[src/rtl/rxd_pkg.sv]
`timescale 1ns/1ps
package rxd_pkg;

    // descriptor word offsets
    localparam int OFF_BUF = 0;
    localparam int OFF_NXL = 2;
    localparam int OFF_NXH = 3;
    localparam int OFF_CNT = 4;
    localparam int OFF_CS  = 5;

    // bit positions inside descriptor words and registers
    localparam int B_EOF   = 0;
    localparam int B_SOF   = 1;
    localparam int B_SHORT = 4;
    localparam int B_BAD   = 8;
    localparam int B_OVR   = 9;
    localparam int B_MAXL  = 11;
    localparam int B_CRC   = 12;
    localparam int B_OWN   = 15;
    localparam int B_LAST  = 31;
    localparam int B_VALID = 31;

    localparam logic [2:0] RA_CTRL = 3'd0;
    localparam logic [2:0] RA_PTRL = 3'd1;
    localparam logic [2:0] RA_PTRH = 3'd2;
    localparam logic [2:0] RA_EOQ  = 3'd3;
    localparam logic [2:0] RA_DROP = 3'd4;

    localparam int FETCH_STEPS = 4;

    typedef enum logic [2:0] {
        W_IDLE, W_FETCH, W_RECV, W_DROP, W_WCNT, W_WCS
    } walk_e;

    typedef struct packed {
        logic [31:0] nxt_addr;
        logic [15:0] size;
        logic        own;
        logic        last;
    } desc_t;

    typedef struct packed {
        logic short_f;
        logic trunc;
        logic crc;
        logic ovr;
    } fstat_t;

    // order in which descriptor words are read: ownership first
    function automatic logic [2:0] fetch_off(input logic [2:0] step);
        case (step[1:0])
            2'd0:    return 3'(OFF_CS);
            2'd1:    return 3'(OFF_BUF);
            2'd2:    return 3'(OFF_NXL);
            default: return 3'(OFF_NXH);
        endcase
    endfunction

    function automatic logic [31:0] status_word(input logic [15:0] size,
                                                input fstat_t s);
        logic [31:0] w;
        w          = {size, 16'h0000};
        w[B_EOF]   = 1'b1;
        w[B_SOF]   = 1'b1;
        w[B_SHORT] = s.short_f;
        w[B_MAXL]  = s.trunc;
        w[B_CRC]   = s.crc;
        w[B_OVR]   = s.ovr;
        w[B_BAD]   = s.short_f | s.trunc | s.crc;
        return w;
    endfunction

endpackage

[src/rtl/rxd_regs.sv]
`timescale 1ns/1ps
module rxd_regs
    import rxd_pkg::*;
#(
    parameter int DROP_W = 16
) (
    input  logic              clk,
    input  logic              rst,
    input  logic              reg_we,
    input  logic [2:0]        reg_addr,
    input  logic [31:0]       reg_wdata,
    input  logic              adv,
    input  logic              adv_last,
    input  logic [31:0]       adv_next,
    input  logic              drop,
    output logic              go,
    output logic              valid,
    output logic              eoq,
    output logic [31:0]       ptr,
    output logic [DROP_W-1:0] drops,
    output logic [31:0]       rdata
);

    logic wr_ctrl, wr_ptrl, wr_ptrh, wr_eoq;
    assign wr_ctrl = reg_we && (reg_addr == RA_CTRL);
    assign wr_ptrl = reg_we && (reg_addr == RA_PTRL);
    assign wr_ptrh = reg_we && (reg_addr == RA_PTRH);
    assign wr_eoq  = reg_we && (reg_addr == RA_EOQ);

    always_ff @(posedge clk) begin
        if (rst) begin
            go    <= 1'b0;
            valid <= 1'b0;
            eoq   <= 1'b0;
            ptr   <= '0;
            drops <= '0;
        end else begin
            if (wr_ctrl) go <= reg_wdata[0];

            if (wr_ptrl)                ptr <= reg_wdata;
            else if (adv && !adv_last)  ptr <= adv_next;

            if (wr_ptrh)                valid <= reg_wdata[B_VALID];
            else if (adv && adv_last)   valid <= 1'b0;

            if (adv && adv_last)               eoq <= 1'b1;
            else if (wr_eoq && reg_wdata[0])   eoq <= 1'b0;

            if (drop) drops <= drops + 1'b1;
        end
    end

    always_comb begin
        case (reg_addr)
            RA_CTRL: rdata = {31'd0, go};
            RA_PTRL: rdata = ptr;
            RA_PTRH: rdata = {valid, 31'd0};
            RA_EOQ:  rdata = {31'd0, eoq};
            RA_DROP: rdata = 32'(drops);
            default: rdata = '0;
        endcase
    end

endmodule

[src/rtl/rxd_pack.sv]
`timescale 1ns/1ps
module rxd_pack #(
    parameter int ADDR_W = 16
) (
    input  logic              clk,
    input  logic              rst,
    input  logic              start,
    input  logic              fire,
    input  logic [7:0]        in_data,
    input  logic              in_last,
    input  logic              in_err,
    input  logic [ADDR_W-1:0] buf_w,
    input  logic [15:0]       size,
    output logic              we,
    output logic [ADDR_W-1:0] addr,
    output logic [31:0]       wdata,
    output logic [15:0]       cnt,
    output logic              trunc,
    output logic              crc
);

    localparam int LANES = 4;

    logic [31:0] acc;
    logic [31:0] merged;
    logic        store;
    logic        word_end;

    assign store    = fire && (cnt < size);
    assign word_end = (cnt[1:0] == 2'(LANES - 1)) || in_last || ((cnt + 16'd1) == size);
    assign we       = store && word_end;
    assign addr     = buf_w + ADDR_W'(cnt[15:2]);
    assign wdata    = merged;

    // place the incoming byte into its lane of the word being assembled
    generate
        for (genvar g = 0; g < LANES; g++) begin : g_lane
            always_comb begin
                if (cnt[1:0] == 2'(g)) merged[8*g +: 8] = in_data;
                else                   merged[8*g +: 8] = acc[8*g +: 8];
            end
        end
    endgenerate

    always_ff @(posedge clk) begin
        if (rst || start) begin
            cnt   <= '0;
            acc   <= '0;
            trunc <= 1'b0;
            crc   <= 1'b0;
        end else if (fire) begin
            if (store) begin
                cnt <= cnt + 16'd1;
                acc <= word_end ? 32'd0 : merged;
            end else begin
                trunc <= 1'b1;
            end
            if (in_last) crc <= in_err;
        end
    end

endmodule

[src/rtl/rxd_walker.sv]
`timescale 1ns/1ps
module rxd_walker
    import rxd_pkg::*;
#(
    parameter int ADDR_W    = 16,
    parameter int MIN_BYTES = 64
) (
    input  logic              clk,
    input  logic              rst,
    input  logic              armed,
    input  logic [ADDR_W-1:0] ptr_w,
    input  logic              in_valid,
    input  logic              in_last,
    output logic              in_ready,
    output logic              mem_req,
    output logic              mem_we,
    output logic [ADDR_W-1:0] mem_addr,
    output logic [31:0]       mem_wdata,
    input  logic [31:0]       mem_rdata,
    input  logic              pk_we,
    input  logic [ADDR_W-1:0] pk_addr,
    input  logic [31:0]       pk_wdata,
    input  logic [15:0]       pk_cnt,
    input  logic              pk_trunc,
    input  logic              pk_crc,
    output logic              pk_start,
    output logic              pk_fire,
    output logic [ADDR_W-1:0] buf_w,
    output logic [15:0]       size,
    output logic              adv,
    output logic              adv_last,
    output logic [31:0]       adv_next,
    output logic              drop
);

    walk_e             st;
    logic [2:0]        step;
    logic [2:0]        prev;
    desc_t             d;
    logic              pend_ovr;
    logic [ADDR_W-1:0] dbase;
    logic              fire;
    fstat_t            fs;

    assign in_ready = (st == W_RECV) || (st == W_DROP);
    assign fire     = in_valid && in_ready;
    assign pk_start = (st == W_IDLE) && armed && in_valid;
    assign pk_fire  = fire && (st == W_RECV);
    assign drop     = fire && in_last && (st == W_DROP);
    assign adv      = (st == W_WCS);
    assign adv_last = d.last;
    assign adv_next = d.nxt_addr;
    assign size     = d.size;
    assign prev     = step - 3'd1;

    assign fs.short_f = pk_cnt < 16'(MIN_BYTES);
    assign fs.trunc   = pk_trunc;
    assign fs.crc     = pk_crc;
    assign fs.ovr     = pend_ovr;

    always_comb begin
        mem_req   = 1'b0;
        mem_we    = 1'b0;
        mem_addr  = dbase;
        mem_wdata = '0;
        case (st)
            W_FETCH: begin
                mem_req  = (step < 3'(FETCH_STEPS));
                mem_addr = dbase + ADDR_W'(fetch_off(step));
            end
            W_RECV: begin
                mem_req   = pk_we;
                mem_we    = pk_we;
                mem_addr  = pk_addr;
                mem_wdata = pk_wdata;
            end
            W_WCNT: begin
                mem_req   = 1'b1;
                mem_we    = 1'b1;
                mem_addr  = dbase + ADDR_W'(OFF_CNT);
                mem_wdata = {16'h0000, pk_cnt};
            end
            W_WCS: begin
                mem_req   = 1'b1;
                mem_we    = 1'b1;
                mem_addr  = dbase + ADDR_W'(OFF_CS);
                mem_wdata = status_word(d.size, fs);
            end
            default: ;
        endcase
    end

    always_ff @(posedge clk) begin
        if (rst) begin
            st       <= W_IDLE;
            step     <= '0;
            d        <= '0;
            buf_w    <= '0;
            pend_ovr <= 1'b0;
            dbase    <= '0;
        end else begin
            case (st)
                W_IDLE: if (pk_start) begin
                    st    <= W_FETCH;
                    step  <= '0;
                    dbase <= ptr_w;
                end
                W_FETCH: begin
                    step <= step + 3'd1;
                    if (step != 3'd0) begin
                        case (fetch_off(prev))
                            3'(OFF_CS): begin
                                d.own  <= mem_rdata[B_OWN];
                                d.size <= mem_rdata[31:16];
                            end
                            3'(OFF_BUF): buf_w      <= mem_rdata[ADDR_W+1:2];
                            3'(OFF_NXL): d.nxt_addr <= mem_rdata;
                            default:     d.last     <= mem_rdata[B_LAST];
                        endcase
                    end
                    if (step == 3'(FETCH_STEPS)) st <= d.own ? W_RECV : W_DROP;
                end
                W_RECV: if (fire && in_last) st <= W_WCNT;
                W_DROP: if (fire && in_last) begin
                    st       <= W_IDLE;
                    pend_ovr <= 1'b1;
                end
                W_WCNT: st <= W_WCS;
                W_WCS: begin
                    st       <= W_IDLE;
                    pend_ovr <= 1'b0;
                end
                default: st <= W_IDLE;
            endcase
        end
    end

endmodule

[src/rtl/rxd_engine.sv]
`timescale 1ns/1ps
module rxd_engine
    import rxd_pkg::*;
#(
    parameter int ADDR_W    = 16,
    parameter int MIN_BYTES = 64,
    parameter int DROP_W    = 16
) (
    input  logic              clk,
    input  logic              rst,
    input  logic              reg_we,
    input  logic [2:0]        reg_addr,
    input  logic [31:0]       reg_wdata,
    output logic [31:0]       reg_rdata,
    input  logic              in_valid,
    output logic              in_ready,
    input  logic [7:0]        in_data,
    input  logic              in_last,
    input  logic              in_err,
    output logic              mem_req,
    output logic              mem_we,
    output logic [ADDR_W-1:0] mem_addr,
    output logic [31:0]       mem_wdata,
    input  logic [31:0]       mem_rdata
);

    logic              go_w, valid_w, eoq_w;
    logic [31:0]       ptr_w;
    logic [DROP_W-1:0] drops_w;
    logic              adv_w, adv_last_w, drop_w;
    logic [31:0]       adv_next_w;
    logic              pk_start_w, pk_fire_w, pk_we_w, pk_trunc_w, pk_crc_w;
    logic [ADDR_W-1:0] pk_addr_w, buf_w_w;
    logic [31:0]       pk_wdata_w;
    logic [15:0]       pk_cnt_w, size_w;

    rxd_regs #(.DROP_W(DROP_W)) regs_i (
        .clk      (clk),
        .rst      (rst),
        .reg_we   (reg_we),
        .reg_addr (reg_addr),
        .reg_wdata(reg_wdata),
        .adv      (adv_w),
        .adv_last (adv_last_w),
        .adv_next (adv_next_w),
        .drop     (drop_w),
        .go       (go_w),
        .valid    (valid_w),
        .eoq      (eoq_w),
        .ptr      (ptr_w),
        .drops    (drops_w),
        .rdata    (reg_rdata)
    );

    rxd_walker #(.ADDR_W(ADDR_W), .MIN_BYTES(MIN_BYTES)) walk_i (
        .clk      (clk),
        .rst      (rst),
        .armed    (go_w && valid_w),
        .ptr_w    (ptr_w[ADDR_W+1:2]),
        .in_valid (in_valid),
        .in_last  (in_last),
        .in_ready (in_ready),
        .mem_req  (mem_req),
        .mem_we   (mem_we),
        .mem_addr (mem_addr),
        .mem_wdata(mem_wdata),
        .mem_rdata(mem_rdata),
        .pk_we    (pk_we_w),
        .pk_addr  (pk_addr_w),
        .pk_wdata (pk_wdata_w),
        .pk_cnt   (pk_cnt_w),
        .pk_trunc (pk_trunc_w),
        .pk_crc   (pk_crc_w),
        .pk_start (pk_start_w),
        .pk_fire  (pk_fire_w),
        .buf_w    (buf_w_w),
        .size     (size_w),
        .adv      (adv_w),
        .adv_last (adv_last_w),
        .adv_next (adv_next_w),
        .drop     (drop_w)
    );

    rxd_pack #(.ADDR_W(ADDR_W)) pack_i (
        .clk    (clk),
        .rst    (rst),
        .start  (pk_start_w),
        .fire   (pk_fire_w),
        .in_data(in_data),
        .in_last(in_last),
        .in_err (in_err),
        .buf_w  (buf_w_w),
        .size   (size_w),
        .we     (pk_we_w),
        .addr   (pk_addr_w),
        .wdata  (pk_wdata_w),
        .cnt    (pk_cnt_w),
        .trunc  (pk_trunc_w),
        .crc    (pk_crc_w)
    );

endmodule

[config.mk]
export PLATFORM = sky130hd
export DESIGN_NAME = rxd_engine
export DESIGN_NICKNAME = d
export VERILOG_FILES = /design/src/rtl/rxd_pkg.sv /design/src/rtl/rxd_regs.sv /design/src/rtl/rxd_pack.sv /design/src/rtl/rxd_walker.sv /design/src/rtl/rxd_engine.sv
export SDC_FILE = /design/constraint.sdc
export NUM_CORES = 1
export LEC_CHECK = 0
export ABC_AREA = 1
export BUFFER_PORTS_ARGS = -buffer_cell sky130_fd_sc_hd__buf_4
export CORE_UTILIZATION = 53
export DETAILED_ROUTE_END_ITERATION = 12
export PLACE_DENSITY = 0.87
export SYNTH_ARGS = -nofsm -noshare
export SYNTH_HDL_FRONTEND = slang
export SYNTH_SLANG_ARGS = --single-unit
[constraint.sdc]
create_clock -name clk -period 2.85 [get_ports clk]
set_input_delay 0.285 -clock clk [delete_from_list [all_inputs] [get_ports clk]]
set_output_delay 0.285 -clock clk [all_outputs]
set_load 0.05 [all_outputs]
==> flow_summary.toml, run 1 <==
[synth]
synth.most_common_cell = "nand2_1"
synth_area_leader_cell = "dfxtp_1"
yosysUniqueCellTypes = 50
syn-num-nets = 1783
ys_async_sr_fraction_pct = 0
avgSynthCellArea_um2 = 6.74
synth_top_area_share_pct = 34.1
synth_seq_cells = 190
synth-edff-count = 0
synthTopCellsByArea = "dfxtp_1, o21ai_0, nand2_1"
synthesis.area_mm2 = 0.0112
ys_top_cells_by_count = "nand2_1, o21ai_0, dfxtp_1"
yosysWarnings = 0
synthFlopType = "dfxtp_1"
ys_seq_area_share_pct = 34.1
synthCells = 1656

[setup_path]
cp-end-kind = "output pin"
worstPathRequired_ns = 2.57
startpoint_type = "register"
critPathKind = "register to output pin"
cp.arrival_ns = 2.92
cp_max_fo = 3

[clocking]
h-tree-depth = 4
cts_tree = "done"
clock-sinks = 190
cts_buffers = 17
clock_path_buffers = 2
cts_root_buf = "clkbuf_16"
clk_pin_slew_ns = 0.08
cts_hold_buf = 0
clock_latency_ns = 0.45

[power_and_ir_drop]
power_density_mw_per_mm2 = 434
p_leak_nw = 5.40
total_power_mw = 5.94
seq_power_share_pct = 45.1
p_switching_mw = 1.66
p_int_mw = 4.29
peakVddDrop_mv = 0.453
swShare_pct = 27.9
p_comb_share_pct = 12.9
clockPowerShare_pct = 42.0

[placed_design]
place_area_mm2 = 0.0126
io_buffers = 163
gp_congestion = 0.978
post-place-ws_ns = 0.0136
dpl.hpwl_mm = 26.0

[cells_and_area]
antenna_cells = 0
syn_to_final_growth_pct = 22.6
nFillCells = 1713
finalNetCount = 1931
stdcell_area_mm2 = 0.0137
drive_gt1_share_pct = 21.6
final_util_pct = 67.0

[drt]
ant_nets = 0
vias_per_cell = 5.89
first_pass_iters = 6
wl_per_cell_um = 17.8
drt_iter0_markers = 1223
via_count = 12300
drc = 0
wl_mm = 37.2

[die]
core.rowCount = 52
core_mm2 = 0.0204
start_util_pct = 54.7
dieHeight_um = 147
die-area_mm2 = 0.0217
io_pins = 164
fp.dieW_um = 147

[min_path]
min_path_type = "primary input to register"

[grt]
overflow = 0
grt_antenna_before_repair = 0
grt_max_degree = 91
grt_use_met2_pct = 49.6
gr-usage-met1_pct = 45.1
grt_pass1_wl_mm = 57.1
use_met3_pct = 7.42
grt_pass1_vias = 11100
track_usage_pct = 33.4
busiest_layer = "met2"

[timing]
finalSetupTns_ns = -2.66
max_slew_margin_pct = 21.2
slew_violations = 0
setup_viol = 14
max_clock_freq_mhz = 312
hold_viol = 0
worst_slew_pin_slew_ns = 1.18
rsz0062_at_grt = "true"
timing.final.crit_period_ns = 3.20
fin_skew_ns = 0.0118
final.period_utilization_pct = 112
setup_ws_ns = -0.352

[outcome]
outcome = "finished with violations"
failed_checks = "setup timing"

[run]
maxCapViolations = 0
==> state kept, by name, indices dropped and copies added (netlist names), 3 cells and up <==
| register | cells |
|---|---|
| walk_i.adv_next | 32 |
| walk_i.dbase | 16 |
| pack_i.acc | 32 |
| walk_i.buf_w | 16 |
| regs_i.ptr | 32 |
| walk_i.step | 3 |
| walk_i.st | 3 |
| walk_i.size | 16 |
| pack_i.cnt | 16 |
| regs_i.drops | 16 |
==> timing repair <==
action	CTS	global route
pin swaps	20	19
endpoints found under the hold margin	0	0
gates resized for setup	50	46
endpoints found under the setup margin	15	16
buffers inserted	16	5
==> power by group through the flow <==
stage                     Combinational (mW)  Sequential (mW)  Clock [mW]
after floorplan                        0.381             2.74           0
after global routing                   0.816             2.68        2.61
final                                  0.768             2.68        2.50
after global placement                 0.628             2.74           0
after detailed placement               0.641             2.74           0
after CTS                              0.705             2.68        2.50
==> cell usage in the layout, fill, tap and decap left out, drive strengths merged, types with 7 or more instances in the layout <==
master  instances
a21oi         194
buf           212
clkbuf         19
dfxtp         190
ha             44
inv           183
nand2         291
nand3         102
nand4          19
nor2          198
nor3           21
o211ai         12
o21ai         273
xor2            7
==> final cells by class <==
cell class                      instances  area [um2]  area share [%]
Multi-Input combinational cell       1205        6570            48.0
Clock buffer                           18         439            3.21
Clock inverter                         14         175            1.28
Timing Repair Buffer                  213        1670            12.2
Sequential cell                       190        3830            28.0
Tap cell                              270         338            2.47
Inverter                              177         667            4.87
==> per-stage QoR <==
| step | cells | hold WS (ns) |
|---|---|---|
| final | 2087 | 0.0628 |
| after global routing | 2087 | 0.0692 |
| after CTS | 2082 | 0.0555 |
| after detailed placement | 2036 | 0.448 |
| after global placement | 2036 | 0.441 |
| after floorplan | 1656 | 0.420 |
==> worst max-delay path, cell delays in order, from the launching register on <==
cell,delay [ns]
dfxtp_2,0.33
inv_2,0.08
nand2_4,0.07
nor2_4,0.14
inv_2,0.07
nand2_4,0.07
ha_4,0.15
inv_4,0.04
fa_2,0.36
buf_4,0.15
buf_4,0.12
buf_4,0.13
a21oi_1,0.17
o21ai_0,0.17
o2111ai_1,0.16
buf_4,0.25
==> cell families (layout without fill, tap and decap cells) <==
family	after synthesis	after routing	synth area share, %
buffers and inverters	261	422	9.64
and+or+nand+nor	645	645	26.1
DFF	190	190	34.1
AOI/OAI and AO/OA	506	506	24.2
adders and majority gates	46	46	5.29
xor gates and xnor gates	8	8	0.751
==> path summary, 6_finish.rpt <==
check	start	to	slack, ns	cells past startpoint
hold / removal	mem_rdata[0]	walk_i.adv_next[0]	0.06	3
setup / recovery	walk_i.st[1]	mem_addr[2]	-0.35	15
hold reg to reg	walk_i.adv_next[19]	walk_i.adv_next[19]	0.46	2
setup reg to reg	walk_i.st[1]	walk_i.adv_next[24]	0.28	9
==> metal layers <==
| metal | vias up | routed length, um |
|---|---|---|
| met5 | - | 0 |
| met4 | 0 | 1730 |
| met3 | 153 | 4190 |
| met2 | 727 | 16100 |
| met1 | 5590 | 15200 |
| li1 | 5831 | - |
(Power assumes the default switching activity.)
==> run 2, diff against run 1 <==
- CELL_PAD_IN_SITES_DETAIL_PLACEMENT: not set -> 1
- CELL_PAD_IN_SITES_GLOBAL_PLACEMENT: not set -> 1
- CORE_UTILIZATION: 53 -> 37
- PLACE_DENSITY: 0.87 -> 0.86
==> flow_summary.toml, run 2 (synthesis gave the netlist of run 1 again) <==
[grt]
overflow = 0
grt_pass1_vias = 12200
grt_antenna_before_repair = 0
grt_max_degree = 91
track_usage_pct = 27.5
grt_pass1_wl_mm = 66.1

[power_and_ir_drop]
peakVddDrop_mv = 0.365
clockPowerShare_pct = 41.0
p_comb_share_pct = 13.5
swShare_pct = 29.0
total_power_mw = 5.88
power_density_mw_per_mm2 = 422
seq_power_share_pct = 45.5
p_switching_mw = 1.70
p_leak_nw = 5.47
p_int_mw = 4.18

[setup_path]
rr_startpoint = "walk_i.size[0]"
cp_max_fo = 5
cp.arrival_ns = 2.86
slowest_stage = "fa_2"
worstPathRequired_ns = 2.57
crit_chain = "inv_2, nand2_4, nor2_4, inv_4, nand2_4, ha_4, inv_2, fa_2, nor2_4, o21ai_4, o22ai_2, nand3_2, nor4_2, o22ai_1, nand2_2, buf_8"
rrSetupSlack_ns = 0.35
timing.rr.end = "pack_i.acc[25]"
critPathKind = "register to output pin"
crit_start = "walk_i.st[1]"
worstRegToRegCells = 12
cpPeakStageDelay_ns = 0.38
cp-end-kind = "output pin"
startpoint_type = "register"

[clocking]
cts_buffers = 17
clock_latency_ns = 0.45
h-tree-depth = 4
clock-sinks = 190
cts_root_buf = "clkbuf_16"
clock_path_buffers = 2
cts_tree = "done"
clk_pin_slew_ns = 0.08

[timing]
setup_ws_ns = -0.292
fin_skew_ns = 0.0109
slew_violations = 0
finalSetupTns_ns = -1.71
worst_slew_pin_slew_ns = 1.19
rsz0062_at_grt = "true"
setup_viol = 13
final.period_utilization_pct = 110
max_clock_freq_mhz = 318
max_slew_margin_pct = 20.8
timing.final.crit_period_ns = 3.14
hold_viol = 0

[drt]
via_count = 12300
drt_iter0_markers = 1051
wl_per_cell_um = 19.5
ant_nets = 0
drc = 0
wl_mm = 43.2
vias_per_cell = 5.55
first_pass_iters = 5

[cells_and_area]
layout_commonest_cell = "nand2_1"
syn_to_final_growth_pct = 24.8
fin_cells = 2223
stdcell_area_mm2 = 0.0139
nFillCells = 3877
finalNetCount = 1947
antenna_cells = 0
drive_gt1_share_pct = 22.6
layout_common_cells = "nand2_1, o21ai_0, buf_4"

[die]
dieHeight_um = 176
io_pins = 164
core_mm2 = 0.0296
fp.dieW_um = 176
die-area_mm2 = 0.0309
start_util_pct = 37.7
core.rowCount = 63

[min_path]
min_path_type = "primary input to register"
hold_depth = 3
hold_path_end = "walk_i.adv_next[1]"
hold_start = "mem_rdata[1]"

[placed_design]
gp_congestion = 0.921
place_area_mm2 = 0.0128
io_buffers = 163
dpl.hpwl_mm = 31.6
dp_cells = 2167
post-place-ws_ns = -0.0490

[run]
maxCapViolations = 0

[outcome]
failed_checks = "setup timing"
outcome = "finished with violations"
==> run 2: changes by cell type in the layout (fill, tap and decap cells not counted), sizes merged <==
cell      before  now
clkinvlp       0    1
clkbuf        19   17
buf          212  229
bufinv         2    1
clkinv         6    7
==> run 2: metrics by stage <==
stage | utilization (%) | hold WS [ns]
detailed placement | 43.3 | 0.450
CTS | 46.2 | 0.0594
floorplan | - | 0.420
global placement | 43.3 | 0.441
finish | 47.0 | 0.0649
global route | 47.0 | 0.0838
==> run 2: layer usage <==
| metal | vias up | share of wire [%] | track usage, % | routed length (um) |
|---|---|---|---|---|
| li1 | 5850 | - | - | - |
| met1 | 6011 | 45 | 36.6 | 19500 |
| met2 | 403 | 46 | 43.9 | 19800 |
| met3 | 76 | 6.1 | 5.02 | 2640 |
| met4 | 0 | 3.1 | 10.3 | 1340 |
| met5 | - | 0 | 0 | 0 |
==> run 2: worst max-delay path, delay by kind of cell (launching register included) <==
kind | cells | cell delay, ns
AOI/OAI and AO/OA | 3 | 0.39
buffers and inverters | 4 | 0.34
adders and majority gates | 2 | 0.50
DFF | 1 | 0.33
and+or+nand+nor | 7 | 0.85
==> run 2: what timing repair did <==
item | CTS | global route
gates resized for setup | 65 | 41
hold endpoints to repair | 0 | 0
setup endpoints to repair | 16 | 42
buffers inserted | 14 | 10
hold buffers | 0 | 0
pin swaps | 23 | 25
==> run 2: worst max path at each step <==
stage	slack [ns]	endpoint	depth (start not counted)
final	-0.29	mem_addr[12]	16
after global routing	-0.38	mem_addr[12]	16
after CTS	-0.24	mem_addr[12]	16
after detailed placement	-0.05	mem_addr[12]	16
after global placement	0.04	mem_addr[12]	14
after floorplan	-0.26	mem_addr[6]	14
==> run 2: power by group through the flow <==
stage / combinational [mW] / sequential (mW) / clock (mW)
global route: 0.847 / 2.68 / 2.53
finish: 0.794 / 2.68 / 2.41
detailed placement: 0.683 / 2.74 / 0
floorplan: 0.381 / 2.74 / 0
CTS: 0.754 / 2.68 / 2.44
global placement: 0.665 / 2.74 / 0
==> run 2: layout make-up <==
| class | count | area (um2) | share of cell area (%) |
|---|---|---|---|
| Clock buffer | 17 | 425 | 3.05 |
| Clock inverter | 15 | 150 | 1.08 |
| Tap cell | 390 | 488 | 3.50 |
| Timing Repair Buffer | 229 | 1780 | 12.8 |
| Multi-Input combinational cell | 1205 | 6590 | 47.3 |
| Sequential cell | 190 | 3830 | 27.5 |
| Inverter | 177 | 671 | 4.81 |
